## src/rtl/mbx_pkg.sv

```systemverilog
package mbx_pkg;

  localparam int ADDR_W    = 12;
  localparam int DATA_W    = 32;
  localparam int MAX_SLOTS = 8;
  localparam int MAX_LINES = 16;
  localparam int FLAG_BIT  = 31;

  localparam logic [ADDR_W-1:0] STATUS_ADDR = 12'h300;
  localparam logic [ADDR_W-1:0] CAPS_ADDR   = 12'h310;

  typedef enum logic [2:0] {
    K_NONE,
    K_SLOT_DATA,
    K_SLOT_FEN,
    K_SLOT_EEN,
    K_LINE_MASK,
    K_STATUS,
    K_CAPS
  } reg_kind_e;

  typedef struct packed {
    reg_kind_e  kind;
    logic [3:0] idx;
  } reg_sel_t;

  // Full address decode; anything not matched is K_NONE.
  function automatic reg_sel_t decode_addr(logic [ADDR_W-1:0] a, int n_slots, int n_lines);
    reg_sel_t s;
    s.kind = K_NONE;
    s.idx  = '0;
    if (a[11:7] == 5'd0 && 32'(a[6:4]) < n_slots) begin
      s.idx = {1'b0, a[6:4]};
      case (a[3:0])
        4'h0:    s.kind = K_SLOT_DATA;
        4'h4:    s.kind = K_SLOT_FEN;
        4'h8:    s.kind = K_SLOT_EEN;
        default: s.kind = K_NONE;
      endcase
    end else if (a[11:6] == 6'b001000 && a[1:0] == 2'b00 && 32'(a[5:2]) < n_lines) begin
      s.kind = K_LINE_MASK;
      s.idx  = a[5:2];
    end else if (a == STATUS_ADDR) begin
      s.kind = K_STATUS;
    end else if (a == CAPS_ADDR) begin
      s.kind = K_CAPS;
    end
    return s;
  endfunction

  function automatic logic [DATA_W-1:0] pack_status(logic [MAX_SLOTS-1:0] vacant,
                                                     logic [MAX_SLOTS-1:0] occupied);
    return {16'b0, occupied, vacant};
  endfunction

  function automatic logic [DATA_W-1:0] pack_caps(logic [3:0] n_mb, logic [3:0] n_ss,
                                                   logic [3:0] n_as, logic [3:0] n_db,
                                                   logic [3:0] n_ln);
    return {12'b0, n_ln, n_db, n_as, n_ss, n_mb};
  endfunction

  function automatic logic [15:0] status_valid(int n_slots);
    logic [7:0] ones;
    ones = 8'((1 << n_slots) - 1);
    return {ones, ones};
  endfunction

  function automatic logic line_hit(logic [15:0] status, logic [15:0] mask);
    return |(status & mask);
  endfunction

endpackage

```

## src/rtl/mbx_slot.sv

```systemverilog
module mbx_slot
  import mbx_pkg::*;
(
  input  logic              clk,
  input  logic              rst_n,
  input  logic              wr_data_i,
  input  logic              wr_fen_i,
  input  logic              wr_een_i,
  input  logic [DATA_W-1:0] wdata_i,
  input  logic              hw_clear_i,
  output logic [DATA_W-1:0] word_o,
  output logic              full_en_o,
  output logic              empty_en_o,
  output logic              occupied_o,
  output logic              vacant_o
);

  logic [DATA_W-1:0] word_q;
  logic              fen_q;
  logic              een_q;

  // Port write has priority over the hardware release.
  always_ff @(posedge clk or negedge rst_n) begin
    if (!rst_n) begin
      word_q <= '0;
    end else if (wr_data_i) begin
      word_q <= wdata_i;
    end else if (hw_clear_i) begin
      word_q <= '0;
    end
  end

  always_ff @(posedge clk or negedge rst_n) begin
    if (!rst_n) begin
      fen_q <= 1'b0;
      een_q <= 1'b0;
    end else begin
      if (wr_fen_i) fen_q <= wdata_i[0];
      if (wr_een_i) een_q <= wdata_i[0];
    end
  end

  assign word_o     = word_q;
  assign full_en_o  = fen_q;
  assign empty_en_o = een_q;
  assign occupied_o = word_q[FLAG_BIT] & fen_q;
  assign vacant_o   = ~word_q[FLAG_BIT] & een_q;

  // a port write lands verbatim
  p_load_word_r2: assert property (@(posedge clk) disable iff (!rst_n)
    wr_data_i |=> word_o == $past(wdata_i));

  // hardware release empties the slot unless the port writes it
  p_hw_release_r4: assert property (@(posedge clk) disable iff (!rst_n)
    (hw_clear_i && !wr_data_i) |=> word_o == '0);

  // the occupied condition is a level that persists while nothing touches the slot
  p_occupied_level_r5: assert property (@(posedge clk) disable iff (!rst_n)
    (occupied_o && !wr_data_i && !hw_clear_i && !wr_fen_i) |=> occupied_o);

  // the vacant condition persists likewise
  p_vacant_level_r5: assert property (@(posedge clk) disable iff (!rst_n)
    (vacant_o && !wr_data_i && !wr_een_i) |=> vacant_o);

endmodule

```

## src/rtl/mbx_line.sv

```systemverilog
module mbx_line
  import mbx_pkg::*;
#(
  parameter logic [15:0] VALID = 16'hFFFF
) (
  input  logic        clk,
  input  logic        rst_n,
  input  logic        wr_i,
  input  logic [15:0] wdata_i,
  input  logic [15:0] status_i,
  output logic [15:0] mask_o,
  output logic        irq_o
);

  logic [15:0] mask_q;

  always_ff @(posedge clk or negedge rst_n) begin
    if (!rst_n) begin
      mask_q <= '0;
    end else if (wr_i) begin
      mask_q <= wdata_i & VALID;
    end
  end

  assign mask_o = mask_q;
  assign irq_o  = line_hit(status_i, mask_q);

  // mask stores only implemented positions
  p_mask_store_r6: assert property (@(posedge clk) disable iff (!rst_n)
    wr_i |=> mask_o == ($past(wdata_i) & VALID));

  // a line never fires with an empty mask or a quiet status word
  p_irq_needs_source_r6: assert property (@(posedge clk) disable iff (!rst_n)
    irq_o |-> (mask_o != '0 && status_i != '0));

endmodule

```

## src/rtl/mbx_bank.sv

```systemverilog
module mbx_bank
  import mbx_pkg::*;
#(
  parameter int NUM_SLOTS      = 8,
  parameter int NUM_LINES      = 4,
  parameter int SEM_SHARED_CNT = 0,
  parameter int SEM_ARB_CNT    = 0,
  parameter int DOORBELL_CNT   = 0
) (
  input  logic                 clk,
  input  logic                 rst_n,
  input  logic                 reg_req,
  input  logic                 reg_we,
  input  logic [11:0]          reg_addr,
  input  logic [31:0]          reg_wdata,
  output logic [31:0]          reg_rdata,
  output logic                 reg_ready,
  input  logic [NUM_SLOTS-1:0] slot_clear,
  output logic [NUM_LINES-1:0] irq_line
);

  localparam logic [15:0] VALID16 = status_valid(NUM_SLOTS);
  localparam logic [31:0] CAPS_WORD = pack_caps(4'(NUM_SLOTS), 4'(SEM_SHARED_CNT),
                                                4'(SEM_ARB_CNT), 4'(DOORBELL_CNT),
                                                4'(NUM_LINES));

  // Named events for the checks below
  reg_sel_t    sel;
  logic        wr_go;
  logic        rd_go;
  logic        unmapped_wr;

  logic [DATA_W-1:0]    slot_word [MAX_SLOTS];
  logic [MAX_SLOTS-1:0] fen_vec;
  logic [MAX_SLOTS-1:0] een_vec;
  logic [MAX_SLOTS-1:0] occ_vec;
  logic [MAX_SLOTS-1:0] vac_vec;
  logic [15:0]          line_mask [MAX_LINES];
  logic [DATA_W-1:0]    status_w;
  logic [DATA_W-1:0]    rd_mux;

  assign sel         = decode_addr(reg_addr, NUM_SLOTS, NUM_LINES);
  assign wr_go       = reg_req & reg_we;
  assign rd_go       = reg_req & ~reg_we;
  assign unmapped_wr = wr_go && (sel.kind == K_NONE || sel.kind == K_STATUS || sel.kind == K_CAPS);

  for (genvar i = 0; i < MAX_SLOTS; i++) begin : g_slot
    if (i < NUM_SLOTS) begin : g_on
      logic wr_d, wr_f, wr_e;
      assign wr_d = wr_go && sel.kind == K_SLOT_DATA && sel.idx == 4'(i);
      assign wr_f = wr_go && sel.kind == K_SLOT_FEN  && sel.idx == 4'(i);
      assign wr_e = wr_go && sel.kind == K_SLOT_EEN  && sel.idx == 4'(i);
      mbx_slot u_slot (
        .clk        (clk),
        .rst_n      (rst_n),
        .wr_data_i  (wr_d),
        .wr_fen_i   (wr_f),
        .wr_een_i   (wr_e),
        .wdata_i    (reg_wdata),
        .hw_clear_i (slot_clear[i]),
        .word_o     (slot_word[i]),
        .full_en_o  (fen_vec[i]),
        .empty_en_o (een_vec[i]),
        .occupied_o (occ_vec[i]),
        .vacant_o   (vac_vec[i])
      );
    end else begin : g_off
      assign slot_word[i] = '0;
      assign fen_vec[i]   = 1'b0;
      assign een_vec[i]   = 1'b0;
      assign occ_vec[i]   = 1'b0;
      assign vac_vec[i]   = 1'b0;
    end
  end

  assign status_w = pack_status(vac_vec, occ_vec);

  for (genvar k = 0; k < MAX_LINES; k++) begin : g_line
    if (k < NUM_LINES) begin : g_on
      logic wr_m;
      assign wr_m = wr_go && sel.kind == K_LINE_MASK && sel.idx == 4'(k);
      mbx_line #(.VALID(VALID16)) u_line (
        .clk      (clk),
        .rst_n    (rst_n),
        .wr_i     (wr_m),
        .wdata_i  (reg_wdata[15:0]),
        .status_i (status_w[15:0]),
        .mask_o   (line_mask[k]),
        .irq_o    (irq_line[k])
      );
    end else begin : g_off
      assign line_mask[k] = '0;
    end
  end

  always_comb begin
    rd_mux = '0;
    case (sel.kind)
      K_SLOT_DATA: rd_mux = slot_word[sel.idx[2:0]];
      K_SLOT_FEN:  rd_mux = {31'b0, fen_vec[sel.idx[2:0]]};
      K_SLOT_EEN:  rd_mux = {31'b0, een_vec[sel.idx[2:0]]};
      K_LINE_MASK: rd_mux = {16'b0, line_mask[sel.idx]};
      K_STATUS:    rd_mux = status_w;
      K_CAPS:      rd_mux = CAPS_WORD;
      default:     rd_mux = '0;
    endcase
  end

  always_ff @(posedge clk or negedge rst_n) begin
    if (!rst_n) begin
      reg_ready <= 1'b0;
      reg_rdata <= '0;
    end else begin
      reg_ready <= reg_req;
      reg_rdata <= rd_go ? rd_mux : '0;
    end
  end

  // acknowledge follows a request by exactly one cycle
  p_ready_follows_r9: assert property (@(posedge clk) disable iff (!rst_n)
    reg_req |=> reg_ready);
  p_ready_idle_r9: assert property (@(posedge clk) disable iff (!rst_n)
    !reg_req |=> !reg_ready);

  // writes return zero data
  p_write_rdata_zero_r9: assert property (@(posedge clk) disable iff (!rst_n)
    wr_go |=> reg_rdata == '0);

  // writes to unmapped or read-only space leave the status untouched
  p_unmapped_quiet_r8: assert property (@(posedge clk) disable iff (!rst_n)
    (unmapped_wr && slot_clear == '0) |=> $stable(status_w));

  // a slot never reports vacant and occupied together
  p_status_exclusive_r5: assert property (@(posedge clk) disable iff (!rst_n)
    (status_w[15:8] & status_w[7:0]) == 8'h00);

endmodule

```

## config.mk

```make
export PLATFORM = sky130hd
export DESIGN_NAME = mbx_bank
export DESIGN_NICKNAME = d
export VERILOG_FILES = /design/src/rtl/mbx_pkg.sv /design/src/rtl/mbx_slot.sv /design/src/rtl/mbx_line.sv /design/src/rtl/mbx_bank.sv
export SDC_FILE = /design/constraint.sdc
export NUM_CORES = 1
export LEC_CHECK = 0
export ABC_AREA = 1
export BUFFER_PORTS_ARGS = -buffer_cell sky130_fd_sc_hd__buf_2
export CORE_MARGIN = 2
export CORE_UTILIZATION = 32
export DETAILED_ROUTE_END_ITERATION = 8
export GPL_TIMING_DRIVEN = 0
export PLACE_DENSITY_LB_ADDON = 0.2
export SLEW_MARGIN = 15
export SYNTH_ARGS = -nofsm -noshare
export SYNTH_HDL_FRONTEND = slang
export SYNTH_SLANG_ARGS = --single-unit
```

## constraint.sdc

```tcl
create_clock -name clk -period 1.47 [get_ports clk]
set_input_delay 0 -clock clk [delete_from_list [all_inputs] [get_ports clk]]
set_output_delay 0 -clock clk [all_outputs]
set_load 0.01 [all_outputs]
```

; ---- Word level (Yosys, flattened, before mapping)
; Index checks and enable logic that the tools add are counted.
[totals]
ff_bits = 369
input_bits = 56
out_inout_bits = 37
word_cells = 169
[op_classes]
order_cmp = 4
eq_ne = 18
muxes = 34
bitwise_logic = 33
reduce_logical = 50
[op_table]
columns = operator, n
row1 = 32-bit two-way mux, 19
row2 = 32-bit case mux with 6 select lines, 1
row3 = 32-bit binary-select mux with 3-bit select, 1
row4 = 16-bit AND, 4
row5 = 16-bit binary-select mux with 4-bit select, 1
row6 = 16-bit OR reduction, 4
row7 = 1-bit logical AND, 34
row8 = 16-bit two-way mux, 2
row9 = 12-bit by 10-bit == test with 1-bit output (second input constant), 2
row10 = 4-bit by 3-bit == test with 1-bit output (second input constant), 5
row11 = 1-bit AND, 18
row12 = 2-bit nonzero test, 8
row13 = 3-bit == test (second input constant), 3
row14 = 3-bit two-way mux, 3
row15 = 1-bit NOT, 9
row16 = 4-bit by 2-bit == test with 1-bit output (second input constant), 2
row17 = 4-bit zero test, 2
row18 = 7-bit two-way mux, 1
row19 = 1-bit binary-select mux with 3-bit select, 2
row20 = 3-bit by 2-bit == test with 1-bit output (second input constant), 2
row21 = 6-bit by 4-bit == test with 1-bit output (second input constant), 1
row22 = 2-bit case mux with 3 select lines, 1
row23 = 5-bit >= comparator (second input constant), 1
row24 = 5-bit zero test, 1
row25 = 11 further kinds, 12

; ---- Depth between registers and ports, before layout
[logic_depth]
word_depth = 11
ltp_mapped = 15
ltp_nobuf = 15

; ---- Hierarchy
; From an unflattened synthesis, not the netlist that was laid out.
[hier_totals]
cells_unflattened = 2335
area_unflattened_um2 = 18571.6
[modules_own_cells]
columns = mod, n_inst, cells_per_inst, area_per_inst_um2, seq_area_each_um2
row1 = mbx_slot, 8, 147, 1327.5, 850.8
row2 = mbx_bank, 1, 883, 4818.4, 825.8
row3 = mbx_line, 4, 69, 783.3, 400.4

; ---- Worst setup path before layout
; OpenSTA, ideal clock, no wires.
[synth_timing]
path_type = input to register
startpoint = input reg_addr[0]
endpoint = register g_slot[6].g_on.u_slot.word_q[0]
setup_time_ns = 0.133
t_arrival_ns = 1.483
required_time_ns = 1.337
path_slack_ns = -0.146
stages = 14
path_buffers = 2
cell_sequence = inv_1 > nand2_1 > nor3_2 > nand4_1 > buf_4 > nand2_4 > nand3_4 > nor2_8 > nand2_4 > inv_8 > nand2_2 > nand2_2 > buf_4 > o22ai_1
[synth_via]
elab_chain_cells = 9
elab_cells_between_ends = 20
classes_between = eq/ne (6) / mux (7) / reduce/logical (7)
[synth_rtl]
columns = item, line_no
row1 = "start, declared", mbx_bank.sv:14  ; input logic [11:0] reg_addr,
row2 = 12-bit by 10-bit == test with 1-bit output / 2-bit zero test (equally long branches), "mbx_pkg.sv:45, mbx_pkg.sv:40"
row3 = 3-bit two-way mux / 1-bit logical AND (equally long branches), "mbx_pkg.sv:45, mbx_pkg.sv:40"
row4 = 3-bit two-way mux / 1-bit logical AND (equally long branches), "mbx_pkg.sv:43, mbx_pkg.sv:40"
row5 = 3-bit two-way mux, mbx_pkg.sv:40  ; end else if (a[11:6] == 6'b001000 && a[1:0] == 2'b00 && 32'(a[5:2]) < n_lines) begin
row6 = 7-bit two-way mux (*), mbx_pkg.sv:32  ; if (a[11:7] == 5'd0 && 32'(a[6:4]) < n_slots) begin
row7 = 3-bit by 1-bit == test with 1-bit output, mbx_bank.sv:50  ; assign wr_d = wr_go && sel.kind == K_SLOT_DATA && sel.idx == 4'(i);
row8 = 1-bit logical AND, mbx_bank.sv:50
row9 = 1-bit logical AND (*), mbx_bank.sv:50
row10 = 32-bit two-way mux / 2-bit nonzero test (equally long branches), n/a
row11 = "end signal, assigned", mbx_slot.sv:27  ; word_q <= wdata_i;
row12 = "end, declared", mbx_slot.sv:18  ; logic [DATA_W-1:0] word_q;
; Every way passes the cells marked *; elsewhere a longest branch is shown, timed or not.
; A chain may end at the register's enable or synchronous reset.

; ---- Final worst setup path
[layout_timing]
startpoint = register g_slot[3].g_on.u_slot.word_q[31]
endpoint = output irq_line[2]
[layout_via]
elab_chain_cells = 4
elab_cells_between_ends = 5
classes_between = bitwise (4) / reduce/logical (1)
[layout_rtl]
columns = item, line_no
row1 = "start, declared", mbx_slot.sv:18
row2 = "start signal, assigned", mbx_slot.sv:27
row3 = 1-bit NOT, mbx_slot.sv:47  ; assign vacant_o = ~word_q[FLAG_BIT] & een_q;
row4 = 1-bit AND, mbx_slot.sv:47
row5 = 16-bit AND (*), mbx_pkg.sv:69  ; return |(status & mask);
row6 = 16-bit OR reduction (*), mbx_pkg.sv:69
row7 = "end, declared", mbx_bank.sv:19  ; output logic [NUM_LINES-1:0] irq_line
; Marked as above.

==> flow_metrics.py <==
metrics = {
    "status": {
        "outcome": "finished, violations left",
        "failed_checks": "negative hold slack, negative setup slack",
    },
    "placed_design": {
        "port_buffers": 76,
        "postPlaceCellArea_sq_mm": 0.01939,
        "preCtsSetupSlack_ns": -1.297,
        "dp.cells": 2987,
        "globalplace.congestion": 0.9358,
        "placed_wire_length_estimate_um": 46030,
    },
    "power": {
        "p_leak_nw": 10.60,
        "p_total_mw": 22.83,
        "powerDensity_mw_per_mm2": 943.1,
        "vdd_drop_max_uv": 715.8,
    },
    "sta": {
        "max-slew-margin-rel": 0.4843,
        "period_needed_ns": 2.011,
        "finalHoldWorstSlack_ns": -0.6731,
        "final.setup.worst_slack_ns": -0.5408,
        "fmax_mhz": 497.3,
        "rsz0062_at_grt": "true",
        "period_utilization_post_route": 1.368,
        "final-hold-violation-count": 143,
        "worst_clock_skew_ns": 0.01953,
        "timing_worst_slew_pin_value_ns": 0.7736,
        "maxSlewViolCount": 0,
        "report.final.setup_viol": 6,
    },
    "synth": {
        "netlist.area_leader.share": 0.5215,
        "synth.yosys.seq_area_share": 0.5215,
        "net_count_of_the_mapped_netlist": 2259,
        "distinct_cells_synth": 37,
        "synth_async_sr_flop_share": 1.000,
        "netlist_top_cells_count": "sky130_fd_sc_hd__nand2_1 (663), sky130_fd_sc_hd__dfrtp_1 (369), sky130_fd_sc_hd__inv_1 (274)",
        "gate_count_post_synth": 2203,
        "syn_avg_cell_area_sq_um": 8.038,
        "ys_warn_count": 0,
        "synth_top_cell_by_area": "sky130_fd_sc_hd__dfrtp_1",
        "synth.ff_latch_count": 369,
        "netlist_area_before_placement_sq_mm": 0.01771,
        "post-synth-top-count-cell": "sky130_fd_sc_hd__nand2_1",
        "ys_dominant_reg_cell": "sky130_fd_sc_hd__dfrtp_1",
        "synth_edf_count": 0,
        "post_synth_main_area_contributors": "sky130_fd_sc_hd__dfrtp_1 (52%), sky130_fd_sc_hd__nand2_1 (14%), sky130_fd_sc_hd__inv_1 (5.8%)",
    },
    "setup_path": {
        "setup.worst_path.end_class": "output port",
        "path_class": "register to output port",
        "regToRegSetupSlack_ns": 0.10,
        "critPathRequiredTime_ns": 1.47,
        "cp_max_fo": 3,
        "worst-endpoint-arrival_ns": 2.01,
        "worstSetupStartpointType": "register",
    },
    "floorplan": {
        "die_outline_area_sq_mm": 0.05723,
        "die_w_um": 239.2,
        "core_area_sq_mm": 0.05488,
        "row_count": 86,
        "pin_count": 93,
        "floorplan.die.height_um": 239.2,
        "initial_util": 0.3227,
    },
    "route": {
        "met2_length_um": 30560,
        "postRouteWirelength_um": 65470,
        "vias": 16340,
        "drc_errors": 0,
        "viasPerCell": 5.114,
        "drt_pass1_iterations": 6,
        "route.met3.wl_um": 3588,
        "post_drt_wl_per_cell_um": 20.49,
        "antenna_violating_nets_post_route": 0,
        "route.top_layer_used": "met5",
        "dr.first_iter.drc_count": 1424,
        "wl_met1_um": 29000,
    },
    "cts": {
        "tritoncts_num_sinks": 369,
        "post_cts_hold_buffer_count": 43,
        "clockRootBuffer": "sky130_fd_sc_hd__clkbuf_16",
        "tritoncts.num_buffers": 42,
        "worstSkewPairLatency_ns": 0.58,
        "clock_path_buffers": 3,
        "cts_tree": "done",
        "path_clk_slew_ns": 0.06,
        "htree_levels": 2,
    },
    "finish": {
        "utilization": 0.4410,
        "fin_cells": 3195,
        "num_antenna_cells": 0,
        "syn2layout_area_growth_pct": 36.68,
        "finish.net_count": 2514,
        "post_route_cells_drive_above_1_share": 0.2565,
        "fin_area_sq_mm": 0.02420,
    },
    "grt": {
        "grt_max_degree": 89,
        "grt_pass1_wl_um": 98640,
        "antenna_violations_before_repair": 1,
        "grt_total_usage": 0.2279,
        "grt_pass1_vias": 16080,
        "grt_overflow_total": 0,
    },
    "flow_run": {
        "drv.max_cap_violation_count": 0,
    },
    "min_path": {
        "holdCritPathClass": "primary input to asynchronous set/reset pin",
    },
}
[cell type report]
class	count	area [sq um]
fillers	5398	30680
flip-flops and latches	369	9246
multi-input cells	1400	7968
repair buffers	218	2148
clock buffers	63	1270
inverters	303	1247
plain buffers	124	1224
well taps	704	880.8
clock inverters	14	217.7
[where the power goes]
group / switching, mW / internal [mW] / total, mW
sequential: 0.00558 / 10.2 / 10.2
clock: 4.41 / 6.86 / 11.3
combinational: 0.912 / 0.471 / 1.38
total: 5.33 / 17.5 / 22.8
[state kept, by name, indices dropped and copies added, names as in the netlist]
register                       count
g_slot.g_on.u_slot.empty_en_o      8
reg_rdata                         32
g_line.g_on.u_line.mask_o         64
reg_ready                          1
g_slot.g_on.u_slot.full_en_o       8
g_slot.g_on.u_slot.word_o        256
[worst max-delay path, cell delays in order, from the launching register on]
cell	delay, ns
sky130_fd_sc_hd__dfrtp_2	0.46
sky130_fd_sc_hd__nand2_4	0.13
sky130_fd_sc_hd__buf_4	0.13
sky130_fd_sc_hd__o22ai_2	0.09
sky130_fd_sc_hd__nor4_4	0.27
sky130_fd_sc_hd__o2111ai_2	0.18
sky130_fd_sc_hd__buf_2	0.18
[cell usage in the layout (no fill, tap or decap), types with 48 or more instances in the layout]
cell,instances
sky130_fd_sc_hd__buf_2,82
sky130_fd_sc_hd__buf_4,86
sky130_fd_sc_hd__clkbuf_16,48
sky130_fd_sc_hd__dfrtp_1,359
sky130_fd_sc_hd__inv_1,258
sky130_fd_sc_hd__nand2_1,602
sky130_fd_sc_hd__nand3_1,91
sky130_fd_sc_hd__o21ai_0,157
sky130_fd_sc_hd__o21ai_1,128
sky130_fd_sc_hd__o22ai_1,54
[routing by layer]
metal,vias up,GRT usage
li1,7646,-
met2,497,0.3606
met5,-,0
met4,2,0.08883
met3,117,0.02916
met1,8078,0.3178
[repair_timing]
action | in CTS | in global routing
pin swaps | 62 | 84
cloned | 6 | 7
endpoints found under the hold margin | 454 | 143
setup endpoints to repair | 321 | 324
resized for setup | 217 | 297
setup buffers | 42 | 42
[cells by family after synthesis]
| group | share of synthesized area |
|---|---|
| flip-flops | 0.5215 |
| AND/OR/NAND/NOR | 0.2172 |
| AO/OA/AOI/OAI | 0.1581 |
| buffers and inverters | 0.1032 |
[through the flow]
step / setup TNS [ns] / hold WS [ns]
after floorplan: -5.098 / -0.2956
after global placement: -2842.73 / 0.1673
after detailed placement: -283.43 / -0.05026
after CTS: -2.559 / -0.6679
after global routing: -6.272 / -0.6425
final: -2.124 / -0.6731
[final timing paths]
check,start,end,cells past startpoint
max,g_slot[3].g_on.u_slot.word_o[31],irq_line[2],6
min,rst_n,g_slot[5].g_on.u_slot.word_o[26],1
max reg2reg,g_slot[0].g_on.u_slot.empty_en_o,reg_rdata[0],9
min reg2reg,g_slot[2].g_on.u_slot.word_o[18],g_slot[2].g_on.u_slot.word_o[18],2
max in group asynchronous,rst_n,g_line[1].g_on.u_line.mask_o[6],4
min in group clk,reg_addr[6],g_slot[5].g_on.u_slot.empty_en_o,7
Power figures use the tool's default switching activity.
